--- src/rtl/iso_dio_pkg.sv ---
package iso_dio_pkg;

    localparam int LANE_W      = 8;
    localparam int LANES       = 2;
    localparam int PINS        = LANE_W * LANES;
    localparam int ADDR_W      = 3;
    localparam int SYNC_STAGES = 2;
    localparam int LANE_STRIDE = 4;
    localparam logic [PINS-1:0] OUT_RST_VAL = '1;

    typedef enum logic [ADDR_W-1:0] {
        OFS_OUT_LO  = 3'd0,
        OFS_IN_LO   = 3'd1,
        OFS_IRQ_CTL = 3'd2,
        OFS_OUT_HI  = 3'd4,
        OFS_IN_HI   = 3'd5
    } reg_ofs_e;

    typedef struct packed {
        logic              rd;
        logic              wr;
        logic [ADDR_W-1:0] addr;
        logic [LANE_W-1:0] wdata;
    } bus_req_t;

    typedef struct packed {
        logic [LANES-1:0] out_wr;
        logic [LANES-1:0] in_rd;
        logic             irq_en;
        logic             irq_dis;
        logic             irq_clr;
    } access_t;

    function automatic logic [ADDR_W-1:0] out_ofs(input int lane);
        return ADDR_W'(lane * LANE_STRIDE);
    endfunction

    function automatic logic [ADDR_W-1:0] in_ofs(input int lane);
        return ADDR_W'(lane * LANE_STRIDE + 1);
    endfunction

    function automatic access_t decode_access(input bus_req_t r);
        access_t a;
        a = '0;
        for (int i = 0; i < LANES; i++) begin
            a.out_wr[i] = r.wr && (r.addr == out_ofs(i));
            a.in_rd[i]  = r.rd && (r.addr == in_ofs(i));
        end
        a.irq_en  = r.rd && (r.addr == OFS_IRQ_CTL);
        a.irq_dis = r.wr && (r.addr == OFS_IRQ_CTL);
        a.irq_clr = r.wr && (r.addr == in_ofs(0));
        return a;
    endfunction

endpackage

--- src/rtl/dio_sync_edge.sv ---
module dio_sync_edge #(
    parameter int W      = 16,
    parameter int STAGES = 2
) (
    input  logic         clk,
    input  logic         rst,
    input  logic [W-1:0] pins_i,
    output logic [W-1:0] sync_o,
    output logic         change_o
);
    logic [W-1:0] stage_q [STAGES];
    logic [W-1:0] prev_q;

    genvar s;
    generate
        for (s = 0; s < STAGES; s++) begin : g_stage
            always_ff @(posedge clk) begin
                if (rst)         stage_q[s] <= '0;
                else if (s == 0) stage_q[s] <= pins_i;
                else             stage_q[s] <= stage_q[(s == 0) ? 0 : s - 1];
            end
        end
    endgenerate

    always_ff @(posedge clk) begin
        if (rst) prev_q <= '0;
        else     prev_q <= stage_q[STAGES-1];
    end

    assign sync_o   = stage_q[STAGES-1];
    assign change_o = |(stage_q[STAGES-1] ^ prev_q);

endmodule

--- src/rtl/dio_out_regs.sv ---
module dio_out_regs
    import iso_dio_pkg::*;
#(
    parameter int            NLANES = LANES,
    parameter int            LW     = LANE_W,
    parameter logic [NLANES*LW-1:0] RST_VAL = '1
) (
    input  logic                 clk,
    input  logic                 rst,
    input  logic [NLANES-1:0]    lane_wr_i,
    input  logic [LW-1:0]        wdata_i,
    output logic [NLANES*LW-1:0] dout_o
);
    genvar i;
    generate
        for (i = 0; i < NLANES; i++) begin : g_lane
            logic [LW-1:0] lane_q;
            always_ff @(posedge clk) begin
                if (rst)               lane_q <= RST_VAL[i*LW +: LW];
                else if (lane_wr_i[i]) lane_q <= wdata_i;
            end
            assign dout_o[i*LW +: LW] = lane_q;


            lane_load_chk: assert property (@(posedge clk) disable iff (rst)
                lane_wr_i[i] |=> (dout_o[i*LW +: LW] == $past(wdata_i)));

            lane_hold_chk: assert property (@(posedge clk) disable iff (rst)
                !lane_wr_i[i] |=> $stable(dout_o[i*LW +: LW]));
        end
    endgenerate

endmodule

--- src/rtl/dio_irq_ctrl.sv ---
module dio_irq_ctrl (
    input  logic clk,
    input  logic rst,
    input  logic en_req_i,
    input  logic dis_req_i,
    input  logic clr_req_i,
    input  logic change_i,
    output logic irq_o
);
    logic en_q;
    logic pend_q;

    always_ff @(posedge clk) begin
        if (rst) begin
            en_q   <= 1'b0;
            pend_q <= 1'b0;
        end else if (dis_req_i) begin
            en_q   <= 1'b0;
            pend_q <= 1'b0;
        end else begin
            if (en_req_i) en_q <= 1'b1;
            if (en_q && change_i) pend_q <= 1'b1;
            else if (clr_req_i)   pend_q <= 1'b0;
        end
    end

    assign irq_o = pend_q & en_q;


    disable_clears_chk: assert property (@(posedge clk) disable iff (rst)
        dis_req_i |=> !irq_o);

    no_set_when_off_chk: assert property (@(posedge clk) disable iff (rst)
        (!en_q && !pend_q) |=> !pend_q);

    event_sets_chk: assert property (@(posedge clk) disable iff (rst)
        (en_q && change_i && !dis_req_i) |=> irq_o);

    clear_drops_chk: assert property (@(posedge clk) disable iff (rst)
        (clr_req_i && !change_i && !dis_req_i) |=> !pend_q);

    clear_loses_chk: assert property (@(posedge clk) disable iff (rst)
        (clr_req_i && change_i && en_q && !dis_req_i) |=> pend_q);

endmodule

--- src/rtl/iso_dio_port.sv ---
module iso_dio_port
    import iso_dio_pkg::*;
(
    input  logic        clk,
    input  logic        rst,
    input  logic [2:0]  addr,
    input  logic        wr_en,
    input  logic [7:0]  wr_data,
    input  logic        rd_en,
    output logic [7:0]  rd_data,
    input  logic [15:0] din,
    output logic [15:0] dout,
    output logic        irq
);
    bus_req_t        req;
    access_t         acc;
    logic [PINS-1:0] pins_sync;
    logic            pin_change;
    logic [LANE_W-1:0] rd_q;
    logic [LANE_W-1:0] rd_next;

    assign req = '{rd: rd_en, wr: wr_en, addr: addr, wdata: wr_data};
    assign acc = decode_access(req);

    dio_sync_edge #(.W(PINS), .STAGES(SYNC_STAGES)) sync_i (
        .clk      (clk),
        .rst      (rst),
        .pins_i   (din),
        .sync_o   (pins_sync),
        .change_o (pin_change)
    );

    dio_out_regs #(.NLANES(LANES), .LW(LANE_W), .RST_VAL(OUT_RST_VAL)) outs_i (
        .clk       (clk),
        .rst       (rst),
        .lane_wr_i (acc.out_wr),
        .wdata_i   (req.wdata),
        .dout_o    (dout)
    );

    dio_irq_ctrl irqc_i (
        .clk       (clk),
        .rst       (rst),
        .en_req_i  (acc.irq_en),
        .dis_req_i (acc.irq_dis),
        .clr_req_i (acc.irq_clr),
        .change_i  (pin_change),
        .irq_o     (irq)
    );

    always_comb begin
        rd_next = '0;
        for (int i = 0; i < LANES; i++) begin
            if (acc.in_rd[i]) rd_next = pins_sync[i*LANE_W +: LANE_W];
        end
    end

    always_ff @(posedge clk) begin
        if (rst) rd_q <= '0;
        else     rd_q <= rd_next;
    end

    assign rd_data = rd_q;


    blank_read_chk: assert property (@(posedge clk) disable iff (rst)
        (acc.in_rd == '0) |=> (rd_data == '0));

    lane_read_chk: assert property (@(posedge clk) disable iff (rst)
        acc.in_rd[0] |=> (rd_data == $past(pins_sync[LANE_W-1:0])));

endmodule

--- config.mk ---
export PLATFORM = sky130hd
export DESIGN_NAME = iso_dio_port
export DESIGN_NICKNAME = d
export VERILOG_FILES = /design/src/rtl/iso_dio_pkg.sv /design/src/rtl/dio_sync_edge.sv /design/src/rtl/dio_out_regs.sv /design/src/rtl/dio_irq_ctrl.sv /design/src/rtl/iso_dio_port.sv
export SDC_FILE = /design/constraint.sdc
export NUM_CORES = 1
export LEC_CHECK = 0
export ABC_AREA = 1
export BUFFER_PORTS_ARGS = -buffer_cell sky130_fd_sc_hd__buf_4
export CAP_MARGIN = 25
export CORE_MARGIN = 5
export CORE_UTILIZATION = 57
export CTS_CLUSTER_SIZE = 40
export DETAILED_ROUTE_END_ITERATION = 10
export PLACE_DENSITY = 0.82
export SLEW_MARGIN = 15
export SYNTH_ARGS = -nofsm -noshare
export SYNTH_HDL_FRONTEND = slang
export SYNTH_SLANG_ARGS = --single-unit
--- constraint.sdc ---
create_clock -name clk -period 2.7 [get_ports clk]
set_input_delay 0.27 -clock clk [delete_from_list [all_inputs] [get_ports clk]]
set_output_delay 0.27 -clock clk [all_outputs]
set_load 0.02 [all_outputs]
==> run metrics <==
final cell count without fillers=460; power per cell area=~640 nW/um2; Fillers=350; met2 usage in global routing=between 20 and 30%; Clock transition at path regs=approximately 70 ps; CTS H-tree lvls=3; # DRC=0; synthesized area per cell=roughly 7.7 um2; via count=2146; Tightest Hold Check Type=in2reg; CP arrival=slightly above 900 ps; CP endpoint kind=primary output; worst-case clock buffer depth=2; area leader, netlist=dfxtp_1; RSZ-0062 raised after global routing=no; dpl ws=1410 ps; Crit Path Class=reg2out; first-pass GRT wire length=8430 um; max-slew violation count=0; die area=~6100 um2; Top Usage Layer GRT=met2; commonest cells in the netlist=nand2_1, dfxtp_1, inv_1; PortBufs=55; endpoints failing setup=0; GR Util met3=under 10%; cts repair resizes=0; met1 GRT Util=19.2%; Area Overhead vs Synth=23.9%; Yosys top cell area share=between 50 and 60%; setup ws final=around 1500 ps; DPL Wire Length=around 3500 um; Setup Buffers After CTS=0; FP Rows=24; NetSw=0.480 mW; final hold slack=138 ps; Worst Path Max Fanout=3; Synthesized Nets=375; Final Util=roughly three quarters; GRT overflow=0; Seq/Total Area, Yosys=56.2%; YS warnings=0; fin crit period=around 1200 ps; Core Area=4410 um2; Die Wd=just under 80 um; Comb power frac=a little over 8%; routed len/inst=between 10 and 15 um; vias in the first global route=between 2000 and 2500; num ports=56; Int Pwr=1.61 mW; Clock Tree Root=clkbuf_8; Clk pwr share=between 30% and 40%; Clock Sinks=between 70 and 80; Cells after Synth=344; Lkg Pwr=between 1.5 and 2 nW; largest net degree at the start of global routing=57; CTS tree=yes; Worst slew margin=65.6%; switch share=23.0%; drt via density=roughly 4.7; gr usage total=about 17%; Peak VDD IR=around 0.45 mV; Worst-Margin Slew=about 520 ps; Placer Congestion=between 0.7 and 0.8; clock latency reported for the late side of the worst-skew pair=about 340 ps; Inst Count DP=between 400 and 500; Post-synth ARST share=0%; FMAX=between 800 and 900 MHz; die span in y=78.0 um; drt total wl=a little under 5000 um; clock buffer count from CTS=9; r2r setup slk=1610 ps; antenna-violating nets left=0; DRT Pass-1 Iters=4; sequential power share=54.8%; count leader, synth=nand2_1; Fin Setup TNS=0 ps; max cap viols=0; Required @ worst endpoint=between 2000 and 2500 ps; DR iter-0 viols=between 90 and 100; Yosys reg bits=between 70 and 80; antenna cells=0; Synth Flop Type=dfxtp_1; Netlist Area Pre-Place=about 2600 um2; Hold Fails Final Rpt=0; initial antenna violation count=0; fin nets=~430; Post-CTS Hold Fix Bufs=0; Setup Skew=8.20 ps; layout cell share with drive strength beyond 1=between 10% and 20%; library cells used by synthesis=16; starting density of the core=around three fifths; Synth area leaders=dfxtp_1, nand2_1, inv_1; final worst path period share=44.2%; type of origin of the critical path=flip-flop; Post-synth EDFFs=0; status=finished clean
-- cells by family after synthesis --
family	count (synthesis)	synth area share, %
AND/OR/NAND/NOR	181	29.3
buffers and inverters	79	11.8
flip-flops	74	56.2
AO/OA/AOI/OAI	10	2.66
-- layer usage --
metal / wire length [um] / part of all wire [%]
met5: 0 / 0
met4: 69 / 1.4
met3: 430 / 8.8
met2: 2270 / 46
met1: 2130 / 44
-- final cells by class --
type	instances	area, um2	share of cell area [%]
well taps	52	65.1	1.99
inverters	71	272	8.32
clock buffers	14	173	5.29
flip-flops and latches	74	1480	45.4
clock inverters	2	10.0	0.307
repair buffers	56	420	12.9
multi-input cells	191	842	25.8
-- critical path, stage by stage (launching register included) --
cell and delay [ps]:
dfxtp_1 360, nand2_1 60, inv_1 50, buf_4 130
-- power by group through the flow --
stage | Clock [mW] | Combinational (mW) | Sequential [mW]
finish | 0.773 | 0.172 | 1.15
global route | 0.836 | 0.196 | 1.15
detailed placement | 0 | 0.173 | 1.17
floorplan | 0 | 0.0916 | 1.18
CTS | 0.794 | 0.174 | 1.15
global placement | 0 | 0.169 | 1.17
-- state kept, by name, indices dropped and copies added (netlist names) --
register / count
outs_i.g_lane.lane_q: 16
irqc_i.en_q: 1
irqc_i.pend_q: 1
sync_i.prev_q: 16
rd_data: 8
sync_i.stage_q: 32
-- cells in the final DEF (no fill, tap or decap) --
cell type  instances
clkinv_2           2
nor2_1            58
nand3_4            2
o31ai_1            8
nor2_4             1
nand3_1           26
a21oi_1            2
clkbuf_1           2
inv_1             68
clkinv_1           1
dfxtp_1           74
nand2_1           90
nand2_4            1
nor3_4             1
inv_4              2
buf_4             56
clkbuf_8          12
nor2_2             2
-- through the flow --
step                      total power, mW  area, um2
final                                2.09       3260
after global routing                 2.18       3260
after CTS                            2.11       3260
after detailed placement             1.35       3080
after global placement               1.34       3080
after floorplan                      1.27       2630
-- path summary, 6_finish.rpt --
kind | from | endpoint | cells past startpoint
worst max register to register | sync_i.stage_q[1][12] | irqc_i.pend_q | 9
worst max-delay path | irqc_i.en_q | irq | 3
worst min-delay path | din[4] | sync_i.stage_q[0][4] | 3
worst min register to register | sync_i.stage_q[0][3] | sync_i.stage_q[1][3] | 2
Power figures use the tool's default switching activity.
